### config.mk
export PLATFORM = sky130hd
export DESIGN_NAME = sci_xcvr
export DESIGN_NICKNAME = d
export VERILOG_FILES = /design/src/rtl/sci_pkg.sv /design/src/rtl/sci_tick_gen.sv /design/src/rtl/sci_tx.sv /design/src/rtl/sci_rx.sv /design/src/rtl/sci_xcvr.sv
export SDC_FILE = /design/constraint.sdc
export NUM_CORES = 1
export LEC_CHECK = 0
export BUFFER_PORTS_ARGS = -buffer_cell sky130_fd_sc_hd__clkbuf_2
export CAP_MARGIN = 20
export CORE_MARGIN = 8
export CORE_UTILIZATION = 40
export CTS_BUF_LIST = sky130_fd_sc_hd__clkbuf_4
export DETAILED_ROUTE_END_ITERATION = 7
export GPL_TIMING_DRIVEN = 0
export SETUP_SLACK_MARGIN = 0.15
export SKIP_CTS_REPAIR_TIMING = 1
export SYNTH_ARGS = -nofsm -noshare
export SYNTH_HDL_FRONTEND = slang
export SYNTH_SLANG_ARGS = --single-unit
### constraint.sdc
create_clock -name clk -period 2.24 [get_ports clk]
set_input_delay 0.448 -clock clk [delete_from_list [all_inputs] [get_ports clk]]
set_output_delay 0.448 -clock clk [all_outputs]
set_load 0.05 [all_outputs]
### src/rtl/sci_pkg.sv
package sci_pkg;
  localparam logic [1:0] A_CTRL = 2'd0;
  localparam logic [1:0] A_STAT = 2'd1;
  localparam logic [1:0] A_DATA = 2'd2;

  localparam int F_TDRE = 0;
  localparam int F_TC   = 1;
  localparam int F_RDRF = 2;
  localparam int F_IDLE = 3;
  localparam int NFLAG  = 4;

  localparam int C_TE   = 0;
  localparam int C_RE   = 1;
  localparam int C_M9   = 2;
  localparam int C_TIE  = 3;
  localparam int C_TCIE = 4;
  localparam int C_RIE  = 5;
  localparam int C_ILIE = 6;
  localparam int C_GPO  = 7;

  typedef enum logic [1:0] {RX_IDLE, RX_START, RX_DATA, RX_STOP} rx_state_t;
endpackage

### src/rtl/sci_tick_gen.sv
module sci_tick_gen #(
  parameter int DIV = 4
) (
  input  logic clk,
  input  logic rst,
  output logic tick
);
  localparam int CW = (DIV > 1) ? $clog2(DIV) : 1;
  localparam logic [CW-1:0] LAST = CW'(DIV - 1);

  logic [CW-1:0] cnt;

  always_ff @(posedge clk) begin
    if (rst) begin
      cnt  <= '0;
      tick <= 1'b0;
    end else begin
      tick <= (cnt == LAST);
      cnt  <= (cnt == LAST) ? '0 : cnt + 1'b1;
    end
  end
endmodule

### src/rtl/sci_tx.sv
module sci_tx #(
  parameter int OVS = 16
) (
  input  logic       clk,
  input  logic       rst,
  input  logic       tick,
  input  logic       en,
  input  logic       mode9,
  input  logic       have_data,
  input  logic [8:0] data,
  output logic       load,
  output logic       done,
  output logic       line
);
  localparam int PW = $clog2(OVS);
  localparam logic [PW-1:0] PLAST = PW'(OVS - 1);

  logic          busy;
  logic [PW-1:0] ph;
  logic [3:0]    idx;
  logic [3:0]    last_idx;
  logic [10:0]   sh;

  always_ff @(posedge clk) begin
    if (rst || !en) begin
      busy     <= 1'b0;
      ph       <= '0;
      idx      <= '0;
      last_idx <= 4'd9;
      sh       <= '1;
      line     <= 1'b1;
      load     <= 1'b0;
      done     <= 1'b0;
    end else begin
      load <= 1'b0;
      done <= 1'b0;
      if (!busy) begin
        line <= 1'b1;
        if (have_data) begin
          busy     <= 1'b1;
          load     <= 1'b1;
          line     <= 1'b0;
          ph       <= '0;
          idx      <= '0;
          sh       <= mode9 ? {1'b1, data, 1'b0} : {2'b11, data[7:0], 1'b0};
          last_idx <= mode9 ? 4'd10 : 4'd9;
        end
      end else if (tick) begin
        if (ph == PLAST) begin
          ph <= '0;
          if (idx == last_idx) begin
            busy <= 1'b0;
            done <= 1'b1;
            line <= 1'b1;
          end else begin
            idx  <= idx + 1'b1;
            sh   <= {1'b1, sh[10:1]};
            line <= sh[1];
          end
        end else begin
          ph <= ph + 1'b1;
        end
      end
    end
  end

  // the shifter only takes data the register side offered
  a_r10_load_needs_data: assert property (@(posedge clk) disable iff (rst)
    load |-> $past(have_data));
  // an idle transmitter holds the line high
  a_r2_idle_line_high: assert property (@(posedge clk) disable iff (rst)
    !busy |-> line);
endmodule

### src/rtl/sci_rx.sv
module sci_rx
  import sci_pkg::*;
#(
  parameter int OVS = 16
) (
  input  logic       clk,
  input  logic       rst,
  input  logic       tick,
  input  logic       en,
  input  logic       mode9,
  input  logic       rx_s,
  output logic       done,
  output logic [8:0] data,
  output logic       idle_evt
);
  localparam int PW = $clog2(OVS);
  localparam int IW = $clog2(OVS * 11 + 1);
  localparam logic [PW-1:0] PLAST = PW'(OVS - 1);
  localparam logic [PW-1:0] V0 = PW'(OVS / 2 - 1);
  localparam logic [PW-1:0] V1 = PW'(OVS / 2);
  localparam logic [PW-1:0] V2 = PW'(OVS / 2 + 1);

  rx_state_t     st;
  logic [1:0]    run;
  logic [PW-1:0] ph;
  logic [1:0]    vcnt;
  logic [3:0]    idx;
  logic [8:0]    sh;
  logic          armed;
  logic [IW-1:0] icnt;

  logic [1:0]    vsum;
  logic          bitv;
  logic [3:0]    last_idx;
  logic [IW-1:0] flast;

  always_comb begin
    vsum     = vcnt + {1'b0, rx_s};
    bitv     = (vsum >= 2'd2);
    last_idx = mode9 ? 4'd8 : 4'd7;
    flast    = mode9 ? IW'(11 * OVS - 1) : IW'(10 * OVS - 1);
  end

  always_ff @(posedge clk) begin
    if (rst || !en) begin
      st       <= RX_IDLE;
      run      <= '0;
      ph       <= '0;
      vcnt     <= '0;
      idx      <= '0;
      sh       <= '0;
      armed    <= 1'b0;
      icnt     <= '0;
      done     <= 1'b0;
      data     <= '0;
      idle_evt <= 1'b0;
    end else begin
      done     <= 1'b0;
      idle_evt <= 1'b0;
      if (tick) begin
        run <= rx_s ? ((run == 2'd3) ? run : run + 1'b1) : 2'd0;
        if (!rx_s) begin
          icnt <= '0;
        end else if (armed) begin
          if (icnt == flast) begin
            idle_evt <= 1'b1;
            armed    <= 1'b0;
            icnt     <= '0;
          end else begin
            icnt <= icnt + 1'b1;
          end
        end
        case (st)
          RX_IDLE: begin
            if (!rx_s && run == 2'd3) begin
              st   <= RX_START;
              ph   <= PW'(1);
              vcnt <= '0;
            end
          end
          default: begin
            if (ph == V0 || ph == V1) vcnt <= vsum;
            if (ph == V2) begin
              if (st == RX_START && bitv) st <= RX_IDLE;
              if (st == RX_DATA) sh <= {bitv, sh[8:1]};
              if (st == RX_STOP) begin
                st <= RX_IDLE;
                if (bitv) begin
                  done  <= 1'b1;
                  data  <= mode9 ? sh : {1'b0, sh[8:1]};
                  armed <= 1'b1;
                  icnt  <= '0;
                end
              end
            end
            if (ph == PLAST) begin
              ph   <= '0;
              vcnt <= '0;
              if (st == RX_START) begin
                st  <= RX_DATA;
                idx <= '0;
              end else if (st == RX_DATA) begin
                if (idx == last_idx) st <= RX_STOP;
                else idx <= idx + 1'b1;
              end
            end else begin
              ph <= ph + 1'b1;
            end
          end
        endcase
      end
    end
  end

  // entry into the start state needs three high samples before the low one
  a_r5_start_after_ones: assert property (@(posedge clk) disable iff (rst)
    (st == RX_START && $past(st) == RX_IDLE) |-> ($past(run) == 2'd3 && !$past(rx_s)));
  // a finished frame can only come from the stop bit
  a_r7_done_from_stop: assert property (@(posedge clk) disable iff (rst)
    done |-> $past(st) == RX_STOP);
endmodule

### src/rtl/sci_xcvr.sv
module sci_xcvr
  import sci_pkg::*;
#(
  parameter int TICK_DIV = 4,
  parameter int OVS      = 16
) (
  input  logic        clk,
  input  logic        rst,
  input  logic        bus_sel,
  input  logic        bus_wr,
  input  logic [1:0]  bus_addr,
  input  logic [1:0]  bus_be,
  input  logic [15:0] bus_wdata,
  output logic [15:0] bus_rdata,
  output logic        irq,
  input  logic        rxd,
  output logic        txd
);
  localparam logic [NFLAG-1:0] FLAG_RST = 4'b0011;

  logic [1:0]       rsync;
  logic             rx_s;
  logic [7:0]       ctrl;
  logic [8:0]       tdr;
  logic [8:0]       rdr;
  logic [NFLAG-1:0] flags;
  logic [NFLAG-1:0] arm;
  logic [NFLAG-1:0] set_ev;
  logic [NFLAG-1:0] ien;
  logic             tick;
  logic             tx_load, tx_done, tx_line;
  logic             rx_done, rx_idle;
  logic [8:0]       rx_data;
  logic             stat_rd, low_acc, data_wr, ctrl_wr;
  logic             unused_wd;

  assign unused_wd = ^bus_wdata[15:9];
  assign rx_s      = rsync[1];

  always_comb begin
    stat_rd = bus_sel && !bus_wr && bus_addr == A_STAT;
    low_acc = bus_sel && bus_addr == A_DATA && bus_be[0];
    data_wr = bus_sel && bus_wr && bus_addr == A_DATA;
    ctrl_wr = bus_sel && bus_wr && bus_addr == A_CTRL && bus_be[0];
    set_ev          = '0;
    set_ev[F_TDRE]  = tx_load;
    set_ev[F_TC]    = tx_done && flags[F_TDRE];
    set_ev[F_RDRF]  = rx_done;
    set_ev[F_IDLE]  = rx_idle;
    ien = {ctrl[C_ILIE], ctrl[C_RIE], ctrl[C_TCIE], ctrl[C_TIE]};
  end

  sci_tick_gen #(.DIV(TICK_DIV)) u_tick (
    .clk(clk), .rst(rst), .tick(tick)
  );

  sci_tx #(.OVS(OVS)) u_tx (
    .clk(clk), .rst(rst), .tick(tick), .en(ctrl[C_TE]), .mode9(ctrl[C_M9]),
    .have_data(!flags[F_TDRE]), .data(tdr),
    .load(tx_load), .done(tx_done), .line(tx_line)
  );

  sci_rx #(.OVS(OVS)) u_rx (
    .clk(clk), .rst(rst), .tick(tick), .en(ctrl[C_RE]), .mode9(ctrl[C_M9]),
    .rx_s(rx_s), .done(rx_done), .data(rx_data), .idle_evt(rx_idle)
  );

  always_ff @(posedge clk) begin
    if (rst) begin
      rsync <= 2'b11;
      ctrl  <= 8'h80;
      tdr   <= '0;
      rdr   <= '0;
      txd   <= 1'b1;
      irq   <= 1'b0;
    end else begin
      rsync <= {rsync[0], rxd};
      if (ctrl_wr) ctrl <= bus_wdata[7:0];
      if (data_wr && bus_be[0]) tdr[7:0] <= bus_wdata[7:0];
      if (data_wr && bus_be[1]) tdr[8] <= bus_wdata[8];
      if (rx_done) rdr <= rx_data;
      txd <= ctrl[C_TE] ? tx_line : ctrl[C_GPO];
      irq <= |(flags & ien);
    end
  end

  // Two-step clear: arm on a status read that sees the flag, clear on low-byte access
  always_ff @(posedge clk) begin
    if (rst) begin
      flags <= FLAG_RST;
      arm   <= '0;
    end else begin
      for (int i = 0; i < NFLAG; i++) begin
        if (set_ev[i]) begin
          flags[i] <= 1'b1;
          arm[i]   <= 1'b0;
        end else if (low_acc) begin
          if (arm[i]) flags[i] <= 1'b0;
          arm[i] <= 1'b0;
        end else if (stat_rd && flags[i]) begin
          arm[i] <= 1'b1;
        end
      end
    end
  end

  always_ff @(posedge clk) begin
    if (rst) begin
      bus_rdata <= '0;
    end else if (bus_sel && !bus_wr) begin
      case (bus_addr)
        A_CTRL:  bus_rdata <= {8'd0, ctrl};
        A_STAT:  bus_rdata <= {11'd0, rx_s, flags};
        A_DATA:  bus_rdata <= {7'd0, rdr};
        default: bus_rdata <= '0;
      endcase
    end
  end

  // a finished frame raises receive-full on the next cycle
  a_r4_rdrf_after_frame: assert property (@(posedge clk) disable iff (rst)
    rx_done |=> flags[F_RDRF]);
  // receive-full only falls after a data low-byte access
  a_r8_rdrf_clear_needs_access: assert property (@(posedge clk) disable iff (rst)
    $fell(flags[F_RDRF]) |-> $past(low_acc));
  // the shifter taking data marks the buffer empty again
  a_r10_tdre_after_load: assert property (@(posedge clk) disable iff (rst)
    tx_load |=> flags[F_TDRE]);
endmodule

==> results of run 1 <==
-- layout make-up --
| type | instances | area share (%) |
|---|---|---|
| tap | 172 | 3.783 |
| multi-input combinational | 395 | 44.84 |
| buffer | 42 | 3.739 |
| inverter | 8 | 0.5278 |
| clock inverter | 14 | 1.605 |
| clock buffer | 18 | 2.375 |
| sequential | 116 | 40.84 |
| timing repair buffer | 26 | 2.287 |
-- kinds of logic after synthesis --
group / after synthesis / synth area share (%)
and+or+nand+nor: 203 / 18.97
DFF: 116 / 45.78
AOI/OAI and AO/OA: 102 / 13.54
muxes: 59 / 11.72
buffers and inverters: 50 / 4.662
adders and majority gates: 15 / 3.700
xor gates and xnor gates: 9 / 1.554
other: 1 / 0.07393
-- synth_stat cells, types with 3 or more instances --
cell type	count	area share (%)
sky130_fd_sc_hd__dfxtp_1	116	46
sky130_fd_sc_hd__nor2_1	89	6.6
sky130_fd_sc_hd__mux2i_1	56	11
sky130_fd_sc_hd__nand2_1	35	2.6
sky130_fd_sc_hd__a21oi_1	31	3.1
sky130_fd_sc_hd__clkbuf_1	17	1.3
sky130_fd_sc_hd__a211oi_1	15	2.2
sky130_fd_sc_hd__ha_1	15	3.7
sky130_fd_sc_hd__nand3_1	13	1.3
sky130_fd_sc_hd__buf_2	12	1.2
sky130_fd_sc_hd__nor3_1	12	1.2
sky130_fd_sc_hd__nor2b_1	11	1.4
sky130_fd_sc_hd__o211ai_1	10	1.5
sky130_fd_sc_hd__o21ai_0	10	0.99
sky130_fd_sc_hd__a22oi_1	9	1.3
sky130_fd_sc_hd__inv_1	8	0.59
sky130_fd_sc_hd__buf_4	7	1.0
sky130_fd_sc_hd__xor2_1	7	1.2
sky130_fd_sc_hd__and3_1	6	0.74
sky130_fd_sc_hd__nand4_1	6	0.74
sky130_fd_sc_hd__buf_1	5	0.37
sky130_fd_sc_hd__o21ai_1	5	0.49
sky130_fd_sc_hd__a211o_1	4	0.69
sky130_fd_sc_hd__nand2b_1	4	0.49
sky130_fd_sc_hd__nor4_1	4	0.49
sky130_fd_sc_hd__a311oi_1	3	0.52
sky130_fd_sc_hd__a32oi_1	3	0.52
sky130_fd_sc_hd__and2_1	3	0.37
sky130_fd_sc_hd__mux2_2	3	0.67
sky130_fd_sc_hd__nor3b_1	3	0.44
sky130_fd_sc_hd__or3_1	3	0.37
-- sequential cells by signal, indices dropped and copies added, names as in the netlist, 4 cells and up --
| name | cells |
|---|---|
| u_rx.ph | 4 |
| rdr | 9 |
| u_tx.idx | 4 |
| arm | 4 |
| tdr | 9 |
| u_rx.sh | 9 |
| u_rx.idx | 4 |
| flags | 4 |
| u_rx.data | 9 |
| u_tx.ph | 4 |
| u_rx.icnt | 8 |
| bus_rdata | 9 |
| u_tx.sh | 9 |
| ctrl | 8 |
-- routing by layer --
metal | GRT usage (%) | vias to the layer above
met1 | 16.92 | 1862
li1 | - | 2050
met2 | 23.00 | 73
met3 | 5.792 | 8
met5 | 0 | -
met4 | 4.561 | 0
-- path summary, 6_finish.rpt --
kind                                         startpoint                         to  slack [ns]  depth (start not counted)
worst max register to register  u_rx.st[0]$_SDFFE_PP0P_  u_rx.icnt[7]$_SDFFE_PP0P_        0.31                          9
worst min-delay path                                rxd        rsync[0]$_SDFF_PP1_        0.14                          2
worst min register to register      rsync[0]$_SDFF_PP1_        rsync[1]$_SDFF_PP1_        0.44                          1
worst max-delay path            u_rx.st[0]$_SDFFE_PP0P_  u_rx.icnt[7]$_SDFFE_PP0P_        0.31                          9
-- through the flow --
stage	cells	util, %	instance area (µm²)	power, W
3_3_place_gp	759	43.46	5440	0.002318
5_1_grt	791	45.45	5689	0.003687
4_1_cts	791	45.27	5667	0.003561
3_5_place_dp	759	43.46	5440	0.002321
2_1_floorplan	561	-	5095	0.002268
6_report	791	45.45	5689	0.003513
-- power by group through the flow --
stage | clock network [W] | logic (W) | registers, W
2_1_floorplan | 0 | 0.000108 | 0.00216
3_3_place_gp | 0 | 0.000178 | 0.00214
3_5_place_dp | 0 | 0.000181 | 0.00214
4_1_cts | 0.00129 | 0.000181 | 0.00209
5_1_grt | 0.00140 | 0.000196 | 0.00210
6_report | 0.00124 | 0.000181 | 0.00209
==> metrics.md, run 1 <==
| Metric | Value |
|---|---|
| Final setup TNS | `0 ns` |
| Combinational cell fraction of total power | `5.1%` |
| Clock H-tree levels | `4` |
| Number of port buffers | `26` |
| Final hold slack | `0.1434 ns` |
| Pint | `0.002571 W` |
| Clock group share of total power | `35.3%` |
| Count of nets after finishing | `646` |
| Chip Height | `128.6 µm` |
| Clock Sinks | `116` |
| Total DRC errors in the routed layout | `0` |
| Maximum clock skew at final layout | `0.01368 ns` |
| Class of the tightest hold or removal check | `primary input to register` |
| Crit path required time | `2.68 ns` |
| DP Wirelength | `8130 µm` |
| Distinct cell type count of the synthesized netlist | `55` |
| Data arrival time of the critical path | `2.37 ns` |
| Max stage delay on crit path | `0.34 ns` |
| Category of cells accounting for the largest share of critical-path delay | `compound AO/OA/AOI/OAI gates` |
| CTS root buffer | `sky130_fd_sc_hd__clkbuf_4` |
| Worst path bufs/invs | `3` |
| Met3 wire length | `539 µm` |
| Highest Clock Rate | `519.2 MHz` |
| Maximum resistive drop on vdd | `0.2424 mV` |
| Leakage | `2.170 nW` |
| Multi-input gate area | `0.002551 mm²` |
| Wire length of the first global-routing pass | `18870 µm` |
| Synth-to-layout area growth | `12.16%` |
| Area of the core region | `0.01252 mm²` |
| Die Area | `0.01654 mm²` |
| Total Routed Length | `11060 µm` |
| Synthesized flop and latch total | `116` |
| Antenna cell count | `0` |
| Most common library cell in the layout ignoring fill and taps | `sky130_fd_sc_hd__dfxtp_1` |
| DIE WIDTH | `128.6 µm` |
| Critical-path top delay cell | `sky130_fd_sc_hd__dfxtp_1` |
| Smallest setup slack after layout | `0.3139 ns` |
| Pins over their slew limit | `0` |
| Max layer used | `met4` |
| Detail-routed net length per standard cell | `13.98 µm` |
| Global route overflow | `0` |
| Pre-CTS setup slack | `0.2229 ns` |
| Reg area | `0.002323 mm²` |
| TritonCTS clock tree | `built` |
| Largest net degree at the start of global routing | `17` |
| Sequential group share of total power | `59.6%` |
| Fraction of the yosys area taken by sequential cells | `45.78%` |
| Total of max-cap violations | `0` |
| Buffer depth of the longest clock path | `2` |
| Weighted congestion at the end of routability-driven global placement | `0.7826` |
| Cell Pwr Density | `617.4 mW/mm²` |
| Post-route met1 wirelength | `5085 µm` |
| Async set-or-reset flop fraction in the synthesized netlist | `0%` |
| Type of destination of the critical path | `register` |
| Clock-pin slew on the worst setup and hold paths | `0.11 ns` |
| Kind of launch point of the worst setup path | `register` |
| Cell row count | `41` |
| Cells after Synth | `555` |
| Clk_lat worst skew | `0.50 ns` |
| Number of antenna-violating nets in the routed design | `0` |
| Synthesized area per cell | `9.139 µm²` |
| Post-synth design cell area | `0.005072 mm²` |
| Worst setup path class | `register to register` |
| Leading cell types in the layout, fill and taps excluded | `sky130_fd_sc_hd__dfxtp_1 (115), sky130_fd_sc_hd__nor2_1 (89), sky130_fd_sc_hd__mux2i_1 (56)` |
| Number of primary I/O pins | `43` |
| Cell-by-cell listing of the critical path | `inv_1 -> ha_2 -> nor2b_1 -> clkbuf_4 -> and4_4 -> buf_6 -> a211o_1 -> o21bai_4 -> a21oi_2` |
| Period minus WS final | `1.926 ns` |
| Met2 wire length | `5338 µm` |
| Starting Density | `40.52%` |
| Clock buffer count from CTS | `17` |
| Initial antenna violation count | `0` |
| Setup repair after global routing missed its margin | `false` |
| Outcome | `finished clean` |
| Total count of hold-check failures in the final report | `0` |
| # setup viols final | `0` |
| Number of fill cells | `1264` |
| Leading register cell type out of synthesis | `sky130_fd_sc_hd__dfxtp_1` |
| Share of post-route cells with drive strength above 1 | `14.54%` |
| Portion of the clock cycle consumed by the worst path in the final layout | `85.99%` |
| Maximum net fanout on the critical path | `10` |
| Synth warnings | `0` |
| Vias in the first global route | `3922` |
| Number of flops mapped to enable cells by yosys | `0` |
| Net switching component of the power | `0.0009414 W` |
| Total number of vias | `3993` |
| Proportion of total power due to net switching | `26.80%` |
| Overall fraction of global-route tracks in use | `14.24%` |
| Actual slew at the worst max-slew pin | `0.6857 ns` |
| First DRT Iteration DRCs | `222` |
| Detailed-router iteration count before antenna repair | `4` |
| DR vias/cell | `5.048` |
| Slew HR | `54.29%` |
Power figures use the tool's default switching activity.
==> inputs of run 2 (changes only) <==
--- a/config.mk
+++ b/config.mk
@@ -5,7 +5,7 @@
 export SDC_FILE = /design/constraint.sdc
 export NUM_CORES = 1
 export LEC_CHECK = 0
-export BUFFER_PORTS_ARGS = -buffer_cell sky130_fd_sc_hd__clkbuf_2
+export BUFFER_PORTS_ARGS = -buffer_cell sky130_fd_sc_hd__buf_2
 export CAP_MARGIN = 20
 export CORE_MARGIN = 8
 export CORE_UTILIZATION = 40
==> constraint.sdc (replaced) <==
create_clock -name clk -period 2.24 [get_ports clk]
set_input_delay 0 -clock clk [delete_from_list [all_inputs] [get_ports clk]]
set_output_delay 0 -clock clk [all_outputs]
set_load 0.05 [all_outputs]
==> metrics.md, run 2 (synthesized netlist as in run 1, its figures left out) <==
| Metric | Value |
|---|---|
| Vias in the first global route | `3856` |
| Clock H-tree levels | `4` |
| Slew HR | `52.90%` |
| Initial antenna violation count | `0` |
| Total number of vias | `4044` |
| Overall Power | `0.003840 W` |
| Worst setup path class | `register to register` |
| Slack of the worst reg-to-reg path | `0.31 ns` |
| CTS root buffer | `sky130_fd_sc_hd__clkbuf_4` |
| Highest Clock Rate | `519.4 MHz` |
| Clock-pin slew on the worst setup and hold paths | `0.10 ns` |
| Die Area | `0.01654 mm²` |
| Leading cell types in the layout, fill and taps excluded | `sky130_fd_sc_hd__dfxtp_1 (115), sky130_fd_sc_hd__nor2_1 (89), sky130_fd_sc_hd__mux2i_1 (56)` |
| DP Wirelength | `8158 µm` |
| Sequential group share of total power | `54.5%` |
| Maximum resistive drop on vdd | `0.2928 mV` |
| Reg-to-Reg End | `u_rx.icnt[3]$_SDFFE_PP0P_` |
| Total of max-cap violations | `0` |
| # setup viols final | `0` |
| Crit path required time | `2.68 ns` |
| Number of fill cells | `1257` |
| Total Routed Length | `11230 µm` |
| Detail-routed net length per standard cell | `13.92 µm` |
| Clk_lat worst skew | `0.51 ns` |
| Share of post-route cells with drive strength above 1 | `13.86%` |
| Total count of hold-check failures in the final report | `0` |
| Total DRC errors in the routed layout | `0` |
| Count of nets after finishing | `662` |
| Buffer depth of the longest clock path | `2` |
| Proportion of total power due to net switching | `23.69%` |
| Pins over their slew limit | `0` |
| Area of the core region | `0.01252 mm²` |
| Outcome | `finished clean` |
| Chip Height | `128.6 µm` |
| R2r worst-path depth | `9` |
| Portion of the clock cycle consumed by the worst path in the final layout | `85.96%` |
| Multi-input gate area | `0.002544 mm²` |
| Number of port buffers | `26` |
| Starting Density | `40.52%` |
| Net switching component of the power | `0.0009097 W` |
| Maximum clock skew at final layout | `0.01706 ns` |
| Actual slew at the worst max-slew pin | `0.7065 ns` |
| Final hold slack | `0.05513 ns` |
| Pre-CTS setup slack | `0.2289 ns` |
| Pint | `0.002931 W` |
| Worst flop-to-flop path startpoint | `u_rx.st[0]$_SDFFE_PP0P_` |
| TritonCTS clock tree | `built` |
| Type of destination of the critical path | `register` |
| Endpoint of the most critical setup path | `u_rx.icnt[3]$_SDFFE_PP0P_` |
| Global route overflow | `0` |
| Leakage | `2.286 nW` |
| Most common library cell in the layout ignoring fill and taps | `sky130_fd_sc_hd__dfxtp_1` |
| Class of the tightest hold or removal check | `primary input to register` |
| First DRT Iteration DRCs | `202` |
| Period minus WS final | `1.925 ns` |
| Detailed-router iteration count before antenna repair | `4` |
| Clock Sinks | `116` |
| Weighted congestion at the end of routability-driven global placement | `0.7809` |
| Synth-to-layout area growth | `16.28%` |
| Combinational cell fraction of total power | `5.3%` |
| Overall fraction of global-route tracks in use | `13.93%` |
| Maximum net fanout on the critical path | `10` |
| Antenna cell count | `0` |
| Number of antenna-violating nets in the routed design | `0` |
| Largest net degree at the start of global routing | `17` |
| Reg area | `0.002323 mm²` |
| Kind of launch point of the worst setup path | `register` |
| Number of primary I/O pins | `43` |
| Data arrival time of the critical path | `2.36 ns` |
| Final setup TNS | `0 ns` |
| Setup repair after global routing missed its margin | `false` |
| DIE WIDTH | `128.6 µm` |
| DR vias/cell | `5.011` |
| Cell row count | `41` |
| Clock group share of total power | `40.2%` |
| Smallest setup slack after layout | `0.3145 ns` |
| Wire length of the first global-routing pass | `18500 µm` |
| Clock buffer count from CTS | `17` |
| Critical Path Start | `u_rx.st[0]$_SDFFE_PP0P_` |
| Cell Pwr Density | `651.1 mW/mm²` |
==> run 2: power by group through the flow <==
| stage | sequential, W | clock, W | combinational [W] |
|---|---|---|---|
| floorplan | 0.00216 | 0 | 0.000108 |
| global placement | 0.00214 | 0 | 0.000179 |
| detailed placement | 0.00214 | 0 | 0.000180 |
| CTS | 0.00209 | 0.00160 | 0.000181 |
| global route | 0.00210 | 0.00168 | 0.000218 |
| finish | 0.00209 | 0.00155 | 0.000202 |
==> run 2: metrics by stage <==
step | utilization [%] | instance area (µm²) | std cells
global route | 47.12 | 5898 | 807
finish | 47.12 | 5898 | 807
CTS | 45.72 | 5723 | 791
global placement | 43.46 | 5440 | 759
floorplan | - | 5095 | 561
detailed placement | 43.46 | 5440 | 759
==> run 2: worst min path at each step <==
stage / from / to / cells past startpoint
detailed placement: rxd / rsync[0]$_SDFF_PP1_ / 2
CTS: rxd / rsync[0]$_SDFF_PP1_ / 2
finish: bus_sel / bus_rdata[3]$_SDFFE_PP0P_ / 4
global placement: rxd / rsync[0]$_SDFF_PP1_ / 2
floorplan: rxd / rsync[0]$_SDFF_PP1_ / 1
global route: bus_sel / bus_rdata[2]$_SDFFE_PP0P_ / 4
==> run 2: worst max-delay path, cell delays in order, from the launching register on <==
cell and delay (ns):
sky130_fd_sc_hd__dfxtp_1 0.34, sky130_fd_sc_hd__inv_1 0.13, sky130_fd_sc_hd__ha_2 0.25, sky130_fd_sc_hd__nor2b_1 0.06
sky130_fd_sc_hd__clkbuf_4 0.17, sky130_fd_sc_hd__and4_4 0.18, sky130_fd_sc_hd__buf_6 0.13, sky130_fd_sc_hd__a211o_1 0.26
sky130_fd_sc_hd__o21bai_4 0.21, sky130_fd_sc_hd__nor2_1 0.13
==> run 2: metal layers <==
metal / track usage, % / vias to the layer above / share of wire (%) / routed length (µm)
met4: 5.529 / 0 / 1.4 / 157
met5: 0 / - / 0 / 0
met1: 16.00 / 1889 / 47 / 5317
li1: - / 2087 / - / -
met2: 23.68 / 55 / 48 / 5345
met3: 4.386 / 13 / 3.7 / 410
==> run 2: final cells by class <==
cell class / count / share of cell area [%]
multi-input cells: 395 / 43.13
flip-flops and latches: 116 / 39.39
clock inverters: 13 / 2.376
inverters: 8 / 0.5091
plain buffers: 42 / 3.606
repair buffers: 42 / 4.922
well taps: 172 / 3.649
clock buffers: 19 / 2.418
